[src/rtl/i2c_rf_pkg.sv]
package i2c_rf_pkg;

   localparam int BYTE_W = 8;

   typedef enum logic [2:0] {
      ST_IDLE,
      ST_ADDR,
      ST_ADDR_ACK,
      ST_RX,
      ST_RX_ACK,
      ST_TX,
      ST_TX_ACK,
      ST_WAIT
   } rf_state_t;

endpackage

[src/rtl/i2c_rf_sync.sv]
module i2c_rf_sync #(
   parameter int STAGES = 2
) (
   input  logic clk,
   input  logic rst_n,
   input  logic din,
   output logic dout
);

   logic [STAGES-1:0] chain;

   initial begin : chk_params
      assert (STAGES >= 2) else $error("i2c_rf_sync: STAGES must be at least 2");
   end

   always_ff @(posedge clk or negedge rst_n) begin
      if (!rst_n) chain <= '1;
      else        chain <= {chain[STAGES-2:0], din};
   end

   assign dout = chain[STAGES-1];

endmodule

[src/rtl/i2c_rf_events.sv]
module i2c_rf_events (
   input  logic clk,
   input  logic rst_n,
   input  logic scl_s,
   input  logic sda_s,
   output logic scl_rise,
   output logic scl_fall,
   output logic start_det,
   output logic stop_det
);

   logic scl_q;
   logic sda_q;

   always_ff @(posedge clk or negedge rst_n) begin
      if (!rst_n) begin
         scl_q <= 1'b1;
         sda_q <= 1'b1;
      end else begin
         scl_q <= scl_s;
         sda_q <= sda_s;
      end
   end

   assign scl_rise  = scl_s & ~scl_q;
   assign scl_fall  = ~scl_s & scl_q;
   assign start_det = scl_s & scl_q & sda_q & ~sda_s;
   assign stop_det  = scl_s & scl_q & ~sda_q & sda_s;

endmodule

[src/rtl/i2c_rf_store.sv]
module i2c_rf_store #(
   parameter int NUM_REGS = 8,
   parameter int WIDTH    = 8,
   localparam int AW      = $clog2(NUM_REGS)
) (
   input  logic             clk,
   input  logic             rst_n,
   input  logic             wr_en,
   input  logic [AW-1:0]    waddr,
   input  logic [WIDTH-1:0] wdata,
   input  logic [AW-1:0]    raddr,
   output logic [WIDTH-1:0] rdata
);

   logic [WIDTH-1:0] regs [NUM_REGS];

   always_ff @(posedge clk or negedge rst_n) begin
      if (!rst_n) begin
         for (int i = 0; i < NUM_REGS; i++) regs[i] <= '0;
      end else if (wr_en) begin
         regs[waddr] <= wdata;
      end
   end

   assign rdata = regs[raddr];

   AST_WRITE_LANDS: assert property (@(posedge clk) disable iff (!rst_n)
      wr_en |=> regs[$past(waddr)] == $past(wdata));

endmodule

[src/rtl/i2c_regfile_slave.sv]
module i2c_regfile_slave
   import i2c_rf_pkg::*;
#(
   parameter logic [6:0] DEV_ADDR    = 7'h2A,
   parameter int         NUM_REGS    = 8,
   parameter int         SYNC_STAGES = 2
) (
   input  logic clk,
   input  logic rst_n,
   input  logic scl_in,
   input  logic sda_in,
   output logic sda_pull_low
);

   localparam int PTR_W   = $clog2(NUM_REGS);
   localparam int CNT_W   = $clog2(BYTE_W + 1);
   localparam int N_LINES = 2;

   initial begin : chk_params
      assert (NUM_REGS >= 2 && (NUM_REGS & (NUM_REGS - 1)) == 0)
         else $error("i2c_regfile_slave: NUM_REGS must be a power of two");
      assert (PTR_W <= BYTE_W)
         else $error("i2c_regfile_slave: pointer wider than a byte");
   end

   // line synchronizers, index 1 = clock line, index 0 = data line
   logic [N_LINES-1:0] line_raw;
   logic [N_LINES-1:0] line_s;
   assign line_raw = {scl_in, sda_in};

   for (genvar g = 0; g < N_LINES; g++) begin : g_sync
      i2c_rf_sync #(.STAGES(SYNC_STAGES)) u_sync (
         .clk  (clk),
         .rst_n(rst_n),
         .din  (line_raw[g]),
         .dout (line_s[g])
      );
   end

   logic scl_rise, scl_fall, start_det, stop_det;

   i2c_rf_events u_events (
      .clk      (clk),
      .rst_n    (rst_n),
      .scl_s    (line_s[1]),
      .sda_s    (line_s[0]),
      .scl_rise (scl_rise),
      .scl_fall (scl_fall),
      .start_det(start_det),
      .stop_det (stop_det)
   );

   logic               sda_s;
   assign sda_s = line_s[0];

   rf_state_t          state;
   logic [BYTE_W-1:0]  rx_sh;
   logic [BYTE_W-1:0]  tx_sh;
   logic [CNT_W-1:0]   bit_cnt;
   logic [PTR_W-1:0]   ptr;
   logic               ptr_pending;
   logic               is_read;
   logic               master_ack;
   logic               drive;
   logic [BYTE_W-1:0]  rd_data;
   logic               byte_end;
   logic               wr_en;

   assign byte_end = scl_fall && (bit_cnt == CNT_W'(BYTE_W));
   assign wr_en    = !start_det && !stop_det && (state == ST_RX) && byte_end && !ptr_pending;

   i2c_rf_store #(.NUM_REGS(NUM_REGS), .WIDTH(BYTE_W)) u_store (
      .clk  (clk),
      .rst_n(rst_n),
      .wr_en(wr_en),
      .waddr(ptr),
      .wdata(rx_sh),
      .raddr(ptr),
      .rdata(rd_data)
   );

   always_ff @(posedge clk or negedge rst_n) begin
      if (!rst_n) begin
         state       <= ST_IDLE;
         rx_sh       <= '0;
         tx_sh       <= '0;
         bit_cnt     <= '0;
         ptr         <= '0;
         ptr_pending <= 1'b0;
         is_read     <= 1'b0;
         master_ack  <= 1'b0;
         drive       <= 1'b0;
      end else if (start_det) begin
         state   <= ST_ADDR;
         bit_cnt <= '0;
         drive   <= 1'b0;
      end else if (stop_det) begin
         state <= ST_IDLE;
         drive <= 1'b0;
      end else begin
         unique case (state)
            ST_ADDR: begin
               if (scl_rise) begin
                  rx_sh   <= {rx_sh[BYTE_W-2:0], sda_s};
                  bit_cnt <= bit_cnt + 1'b1;
               end else if (byte_end) begin
                  if (rx_sh[BYTE_W-1:1] == DEV_ADDR) begin
                     state       <= ST_ADDR_ACK;
                     drive       <= 1'b1;
                     is_read     <= rx_sh[0];
                     ptr_pending <= ~rx_sh[0];
                  end else begin
                     state <= ST_WAIT;
                  end
               end
            end
            ST_ADDR_ACK: begin
               if (scl_fall) begin
                  bit_cnt <= '0;
                  if (is_read) begin
                     state <= ST_TX;
                     tx_sh <= rd_data;
                     drive <= ~rd_data[BYTE_W-1];
                  end else begin
                     state <= ST_RX;
                     drive <= 1'b0;
                  end
               end
            end
            ST_RX: begin
               if (scl_rise) begin
                  rx_sh   <= {rx_sh[BYTE_W-2:0], sda_s};
                  bit_cnt <= bit_cnt + 1'b1;
               end else if (byte_end) begin
                  state <= ST_RX_ACK;
                  drive <= 1'b1;
                  if (ptr_pending) begin
                     ptr         <= rx_sh[PTR_W-1:0];
                     ptr_pending <= 1'b0;
                  end else begin
                     ptr <= ptr + 1'b1;
                  end
               end
            end
            ST_RX_ACK: begin
               if (scl_fall) begin
                  state   <= ST_RX;
                  drive   <= 1'b0;
                  bit_cnt <= '0;
               end
            end
            ST_TX: begin
               if (scl_rise) begin
                  bit_cnt <= bit_cnt + 1'b1;
               end else if (byte_end) begin
                  state <= ST_TX_ACK;
                  drive <= 1'b0;
                  ptr   <= ptr + 1'b1;
               end else if (scl_fall) begin
                  tx_sh <= {tx_sh[BYTE_W-2:0], 1'b0};
                  drive <= ~tx_sh[BYTE_W-2];
               end
            end
            ST_TX_ACK: begin
               if (scl_rise) begin
                  master_ack <= ~sda_s;
               end else if (scl_fall) begin
                  if (master_ack) begin
                     state   <= ST_TX;
                     bit_cnt <= '0;
                     tx_sh   <= rd_data;
                     drive   <= ~rd_data[BYTE_W-1];
                  end else begin
                     state <= ST_WAIT;
                  end
               end
            end
            default: ;
         endcase
      end
   end

   assign sda_pull_low = drive;

   AST_START_RESTARTS: assert property (@(posedge clk) disable iff (!rst_n)
      start_det |=> (state == ST_ADDR) && !sda_pull_low);

   AST_STOP_RELEASES: assert property (@(posedge clk) disable iff (!rst_n)
      stop_det |=> (state == ST_IDLE) && !sda_pull_low);

   AST_ACK_ON_MATCH: assert property (@(posedge clk) disable iff (!rst_n)
      (state == ST_ADDR_ACK) |-> (rx_sh[BYTE_W-1:1] == DEV_ADDR));

   AST_SILENT_WHEN_OFF: assert property (@(posedge clk) disable iff (!rst_n)
      (state == ST_WAIT || state == ST_IDLE) |-> !sda_pull_low);

   AST_PTR_STEP: assert property (@(posedge clk) disable iff (!rst_n)
      wr_en |=> ptr == PTR_W'($past(ptr) + 1'b1));

   AST_DRIVE_AFTER_FALL: assert property (@(posedge clk) disable iff (!rst_n)
      (sda_pull_low != $past(sda_pull_low)) |-> $past(scl_fall || start_det || stop_det));

endmodule

[config.mk]
export PLATFORM = sky130hd
export DESIGN_NAME = i2c_regfile_slave
export DESIGN_NICKNAME = d
export VERILOG_FILES = /design/src/rtl/i2c_rf_pkg.sv /design/src/rtl/i2c_rf_sync.sv /design/src/rtl/i2c_rf_events.sv /design/src/rtl/i2c_rf_store.sv /design/src/rtl/i2c_regfile_slave.sv
export SDC_FILE = /design/constraint.sdc
export NUM_CORES = 1
export LEC_CHECK = 0
export BUFFER_PORTS_ARGS = -buffer_cell sky130_fd_sc_hd__buf_2
export CAP_MARGIN = 20
export CORE_MARGIN = 5
export CORE_UTILIZATION = 50
export CTS_CLUSTER_SIZE = 30
export DETAILED_ROUTE_END_ITERATION = 7
export PLACE_DENSITY = 0.65
export SETUP_SLACK_MARGIN = 0.5
export SLEW_MARGIN = 20
export SYNTH_ARGS = -nofsm -noshare
export SYNTH_HDL_FRONTEND = slang
export SYNTH_SLANG_ARGS = --single-unit
[constraint.sdc]
create_clock -name clk -period 2.3 [get_ports clk]
set_input_delay 0.575 -clock clk [delete_from_list [all_inputs] [get_ports clk]]
set_output_delay 0.575 -clock clk [all_outputs]
set_load 0.01 [all_outputs]
Word-level counts from Yosys, hierarchy flattened
Index checks and enable logic that the tools add are counted.
Widths: inputs -> output; s select.
{"block": "op_classes", "n_addsub": 2, "order_cmp": 2, "eq_ne": 41, "n_mux": 68, "bitwise": 18, "n_reduce_logical": 26}
{"operator": "$bwmux 64", "count": 1}
{"operator": "$mux 3", "count": 19}
{"operator": "$mux 7", "count": 8}
{"operator": "$ne 4x4->1 const B", "count": 12}
{"operator": "$ne 2x2->1 const B", "count": 15}
{"operator": "$mux 4", "count": 7}
{"operator": "$bmux 8 s3", "count": 1}
{"operator": "$demux 8 s3", "count": 1}
{"operator": "$mux 8", "count": 3}
{"operator": "$reduce_and 11->1", "count": 2}
{"operator": "$mux 1", "count": 21}
{"operator": "$pmux 7 s3", "count": 1}
{"operator": "$pmux 3 s6", "count": 1}
{"operator": "$reduce_and 7->1", "count": 2}
{"operator": "$reduce_and 13->1", "count": 1}
{"operator": "$pmux 4 s3", "count": 1}
{"operator": "$not 1->1", "count": 10}
{"operator": "$eq 3x3->1 const B", "count": 3}
{"operator": "$ne 3x3->1 const B", "count": 3}
{"operator": "$reduce_and 4->1", "count": 2}
{"operator": "$reduce_and 8->1", "count": 1}
{"operator": "$reduce_bool 8->1", "count": 1}
{"operator": "$and 1x1->1", "count": 7}
{"operator": "$eq 7x6->1 const B", "count": 1}
{"operator": "22 further kinds", "count": 33}
{"block": "word_totals", "ff_bits": 99, "inputBits": 4, "out_inout_bits": 1}

Longest topological paths before layout
{"block": "depth", "word_depth": 11, "ltp_mapped": 7, "mapped_depth_nobuf": 6}

Modules after synthesis
Synthesis repeated with hierarchy kept, for this count alone.
{"block": "hier_totals", "cells_unflattened": 357, "hier_area_um2": 4997.3}
{"module": "i2c_rf_store", "instances": 1, "cells_per_inst": 172, "area_per_inst_um2": 2992.9, "seq_area_each_um2": 1601.5}
{"module": "i2c_regfile_slave", "instances": 1, "cells_per_inst": 175, "area_per_inst_um2": 1814.2, "seq_area_each_um2": 725.7}
{"module": "i2c_rf_sync", "instances": 2, "cells_per_inst": 2, "area_per_inst_um2": 52.6, "seq_area_each_um2": 52.6}
{"module": "i2c_rf_events", "instances": 1, "cells_per_inst": 6, "area_per_inst_um2": 85.1, "seq_area_each_um2": 52.6}

Worst setup path before layout
Ideal clock, no wire load.
{"block": "synth_path", "path_type": "register -> register", "startpoint": "register u_events.scl_q", "endpoint": "register u_store.regs[56] in the netlist's numbering", "setup_time_ps": 125, "arrival_time_ps": 1836, "setup_slack_ps": 340, "stages_incl_launch_ff": 7, "n_path_buf": 1, "period_less_slack_ps": 1960, "path_cell_list": "dfstp_2 -> and4bb_1 -> and2_1 -> buf_6 -> nand3b_4 -> nor3_4 -> mux2_2"}
{"block": "synth_between", "elab_chain_cells": 8}
{"item": "from (decl)", "line_no": "i2c_rf_events.sv:12", "text": "logic scl_q;"}
{"item": "from (signal assigned)", "line_no": "i2c_rf_events.sv:20", "text": "scl_q <= scl_s;"}
{"item": "$and 1x1->1", "line_no": "i2c_rf_events.sv:27, i2c_rf_events.sv:28"}
{"item": "$and 1x1->1, on equally long branches (2 in series)", "line_no": "i2c_rf_events.sv:27, i2c_rf_events.sv:28"}
{"item": "$logic_not 1->1", "line_no": "i2c_regfile_slave.sv:70", "text": "assign wr_en = !start_det && !stop_det && (state == ST_RX) && byte_end && !ptr_pending;"}
{"item": "$logic_and 1x1->1 (2 in series)", "line_no": "i2c_regfile_slave.sv:70"}
{"item": "$logic_and 1x1->1 * (2 in series)", "line_no": "i2c_regfile_slave.sv:70"}
{"item": "to (signal, indexed assignment)", "line_no": "i2c_rf_store.sv:21", "text": "regs[waddr] <= wdata;"}
{"item": "to (decl)", "line_no": "i2c_rf_store.sv:15", "text": "logic [WIDTH-1:0] regs [NUM_REGS];"}
Mark *: on every way between the ends. The rest lies on a longest branch, timed or not.
A chain may end at the register's enable or synchronous reset.

Worst setup path in the final report
{"block": "layout_path", "startpoint": "register u_events.scl_q", "endpoint": "register u_store.regs[63] in the netlist's numbering"}
Same word-level chain as after synthesis.

==> results.py <==
metrics = {
    "floorplan": {
        "start_util": 0.517,
        "die_x_um": 108,
        "row_count": 35,
        "dieArea_um2": 11700,
        "ios": 5,
        "die_h_um": 108,
        "coreArea_um2": 9330,
    },
    "critical_path": {
        "path_cells": "and4bb_1 -> and2_4 -> nand3b_4 -> nor3_4 -> buf_6 -> mux2_2",
        "cp-start-kind": "flip-flop",
        "worstReg2RegStart": "u_events.scl_q$_DFF_PN1_",
        "cpPeakStageDelay_ps": 540,
        "r2r_setup_slack_ps": 400,
        "critical_path_class": "reg -> reg",
        "rr_endpoint": "u_store.regs[63]$_DFFE_PN0P_",
        "path_buf_inv": 1,
        "crit_required_ps": 2570,
        "critPathTopFamily": "simple AND/OR/NAND/NOR gates",
        "reg2regPathDepth": 6,
        "slowest_stage": "dfstp_2",
        "cp_max_fo": 8,
        "cp.arrival_ps": 2170,
        "cp-end-kind": "flip-flop",
    },
    "place": {
        "place_inst": 517,
        "place_congestion": 0.901,
        "port_buffers": 4,
        "post-dp-hpwl_um": 7440,
    },
    "clock_network": {
        "path_clk_slew_ps": 100,
        "cts_tree": "done",
        "root_buffer": "clkbuf_8",
        "clk_latency_ps": 380,
        "cts_buffers": 9,
        "cts_max_level": 3,
        "cts.path.max_buffers": 2,
        "cts_hold_buf": 0,
        "cts_num_sinks": 99,
    },
    "layout": {
        "n_antenna_cell": 0,
        "fin_nets": 424,
        "final_layout_size_suffix_gt1_frac": 0.479,
        "layout.cells.most_common": "dfrtp_1",
        "mostFrequentLayoutCells": "86 x dfrtp_1, 64 x mux2_4, 37 x buf_4",
        "area_delta_synth_final_pct": 23.6,
        "layoutNonFillerInstCount": 551,
    },
    "power": {
        "p_int_w": 0.00329,
        "comb_power_share": 0.299,
        "p_sw_frac": 0.331,
        "powerDensity_nw_per_um2": 826,
        "ir_worst_vdd_mv": 0.803,
        "leakagePower_nw": 2.66,
        "clkPwrFrac": 0.272,
        "power_frac_seq": 0.429,
        "p_sw_w": 0.00163,
    },
    "synth": {
        "synthCells": 374,
        "ys.warnings.count": 0,
        "synth_cell_types": 59,
        "ys_seq_area_frac": 0.516,
        "ys_async_sr_fraction": 1.00,
        "synth-seq-cells": 99,
        "synth_ff_type": "dfrtp_1",
        "syn_area_um2": 4820,
        "synth_nets": 381,
        "synth_edf_count": 0,
        "avgSynthCellArea_um2": 12.9,
    },
    "global_route": {
        "antenna_found_initial": 0,
        "grt_remaining_overflow": 0,
        "grt_pass1_vias": 3213,
        "grt_max_degree": 38,
        "grtUsageTotal": 0.208,
        "grt_pass1_wl_um": 18300,
    },
    "hold_path": {
        "hold_class": "in -> async",
    },
    "route": {
        "num_vias": 3136,
        "finalWirelength_um": 11400,
        "dr.pass1.iters": 4,
        "routed_via_density": 5.69,
        "wl_per_cell_um": 20.7,
        "drt_iter0_drc": 153,
        "antenna_left": 0,
        "drc_errors": 0,
    },
    "flow_run": {
        "max-cap-violations": 0,
    },
    "sta": {
        "final_hold_viol_count": 0,
        "rsz0062_at_grt": "yes",
        "max_clock_freq_mhz": 525,
        "tightest_slew_ps": 546,
        "setup_viol": 0,
        "fin_worst_skew_ps": 8.69,
        "slew_headroom": 0.636,
        "maxSlewViolCount": 0,
        "finalCritPeriodShare": 0.828,
        "fin_setup_tns_ps": 0,
        "min_period_ps": 1900,
    },
    "run_status": {
        "status": "completed",
    },
}
-- worst register-to-register path: cells and delay by family, from the launching register on --
family | cells | cell delay [ps]
and+or+nand+nor | 4 | 720
DFF | 1 | 540
muxes | 1 | 350
buffers and inverters | 1 | 200
-- sequential cells by signal (all words and copies together), names as in the netlist --
register / cells
g_sync.u_sync.chain: 4
sda_pull_low: 1
ptr_pending: 1
rx_sh: 8
ptr: 3
u_events.scl_q: 1
u_events.sda_q: 1
bit_cnt: 4
is_read: 1
master_ack: 1
tx_sh: 7
u_store.regs: 64
state: 3
-- final cells by class --
| class | count | area, um^2 |
|---|---|---|
| Fill cell | 715 | 3370 |
| Multi-Input combinational cell | 247 | 2570 |
| Sequential cell | 99 | 2490 |
| Timing Repair Buffer | 54 | 477 |
| Tap cell | 129 | 161 |
| Clock buffer | 11 | 131 |
| Clock inverter | 5 | 103 |
| Inverter | 6 | 22.5 |
-- synth_stat cells (all sizes together) (3+ instances only) --
| cell type | count | area, um^2 |
|---|---|---|
| clkbuf | 8 | 30.0 |
| ha | 3 | 37.5 |
| and2 | 3 | 18.8 |
| a221oi | 3 | 26.3 |
| nor3 | 5 | 52.6 |
| nand3 | 5 | 37.5 |
| nand3b | 3 | 35.0 |
| dfrtp | 93 | 2330 |
| nand2b | 6 | 37.5 |
| a21oi | 9 | 45.0 |
| o31ai | 3 | 22.5 |
| mux4 | 8 | 180 |
| a22oi | 3 | 22.5 |
| a2bb2oi | 3 | 26.3 |
| nand2 | 18 | 67.6 |
| buf | 14 | 68.8 |
| o21ai | 22 | 110 |
| inv | 6 | 22.5 |
| dfstp | 6 | 158 |
| mux2i | 15 | 150 |
| o32ai | 3 | 26.3 |
| nor2 | 19 | 116 |
| a31oi | 4 | 25.0 |
| mux2 | 77 | 867 |
-- what timing repair did --
action,CTS,global route
setup buffers,10,8
gates resized for setup,35,33
setup endpoints to repair,80,79
pin swaps,9,14
-- cells by family (layout without fill, tap and decap cells) --
kind of cell	Yosys count	in the layout	share of synthesized area
multiplexers	100	100	0.248
flip-flops	99	99	0.516
AND/OR/NAND/NOR	76	76	0.108
AO/OA/AOI/OAI	65	65	0.0896
buffers and inverters	28	76	0.0252
adder cells (fa/ha/maj)	3	3	0.00779
XOR/XNOR	3	3	0.00545
-- power groups by stage --
stage / clock network, W / logic (W) / registers (W)
6_report: 0.00134 / 0.00147 / 0.00211
5_1_grt: 0.00144 / 0.00162 / 0.00214
4_1_cts: 0.00136 / 0.00122 / 0.00211
3_5_place_dp: 0 / 0.00119 / 0.00214
3_3_place_gp: 0 / 0.00117 / 0.00214
2_1_floorplan: 0 / 0.000901 / 0.00203
-- metal layers --
metal	up-vias	routed length, um	track usage	part of all wire
li1	1457	-	-	-
met1	1618	5310	0.302	0.47
met2	52	5510	0.321	0.48
met3	9	413	0.0430	0.036
met4	0	156	0.0532	0.014
met5	-	0	0	0
-- how the worst max path moves through the flow --
stage	from	endpoint	slack [ps]	cells past startpoint
floorplan	u_events.scl_q$_DFF_PN1_	u_store.regs[56]$_DFFE_PN0P_	340	6
global placement	u_events.scl_q$_DFF_PN1_	u_store.regs[54]$_DFFE_PN0P_	220	5
detailed placement	u_events.scl_q$_DFF_PN1_	u_store.regs[55]$_DFFE_PN0P_	180	5
CTS	u_events.scl_q$_DFF_PN1_	u_store.regs[53]$_DFFE_PN0P_	400	6
global route	u_events.scl_q$_DFF_PN1_	u_store.regs[63]$_DFFE_PN0P_	330	6
finish	u_events.scl_q$_DFF_PN1_	u_store.regs[63]$_DFFE_PN0P_	400	6
-- per-stage QoR --
step	power [W]	util	instance area, um^2	setup slack, ps	hold WS [ps]
6_report	0.00492	0.639	5960	396	168
3_3_place_gp	0.00331	0.572	5330	216	346
3_5_place_dp	0.00333	0.572	5330	181	347
5_1_grt	0.00520	0.639	5960	333	193
2_1_floorplan	0.00293	-	5000	341	279
4_1_cts	0.00470	0.618	5770	402	170
Note: power is estimated with default switching activity, not from simulation.
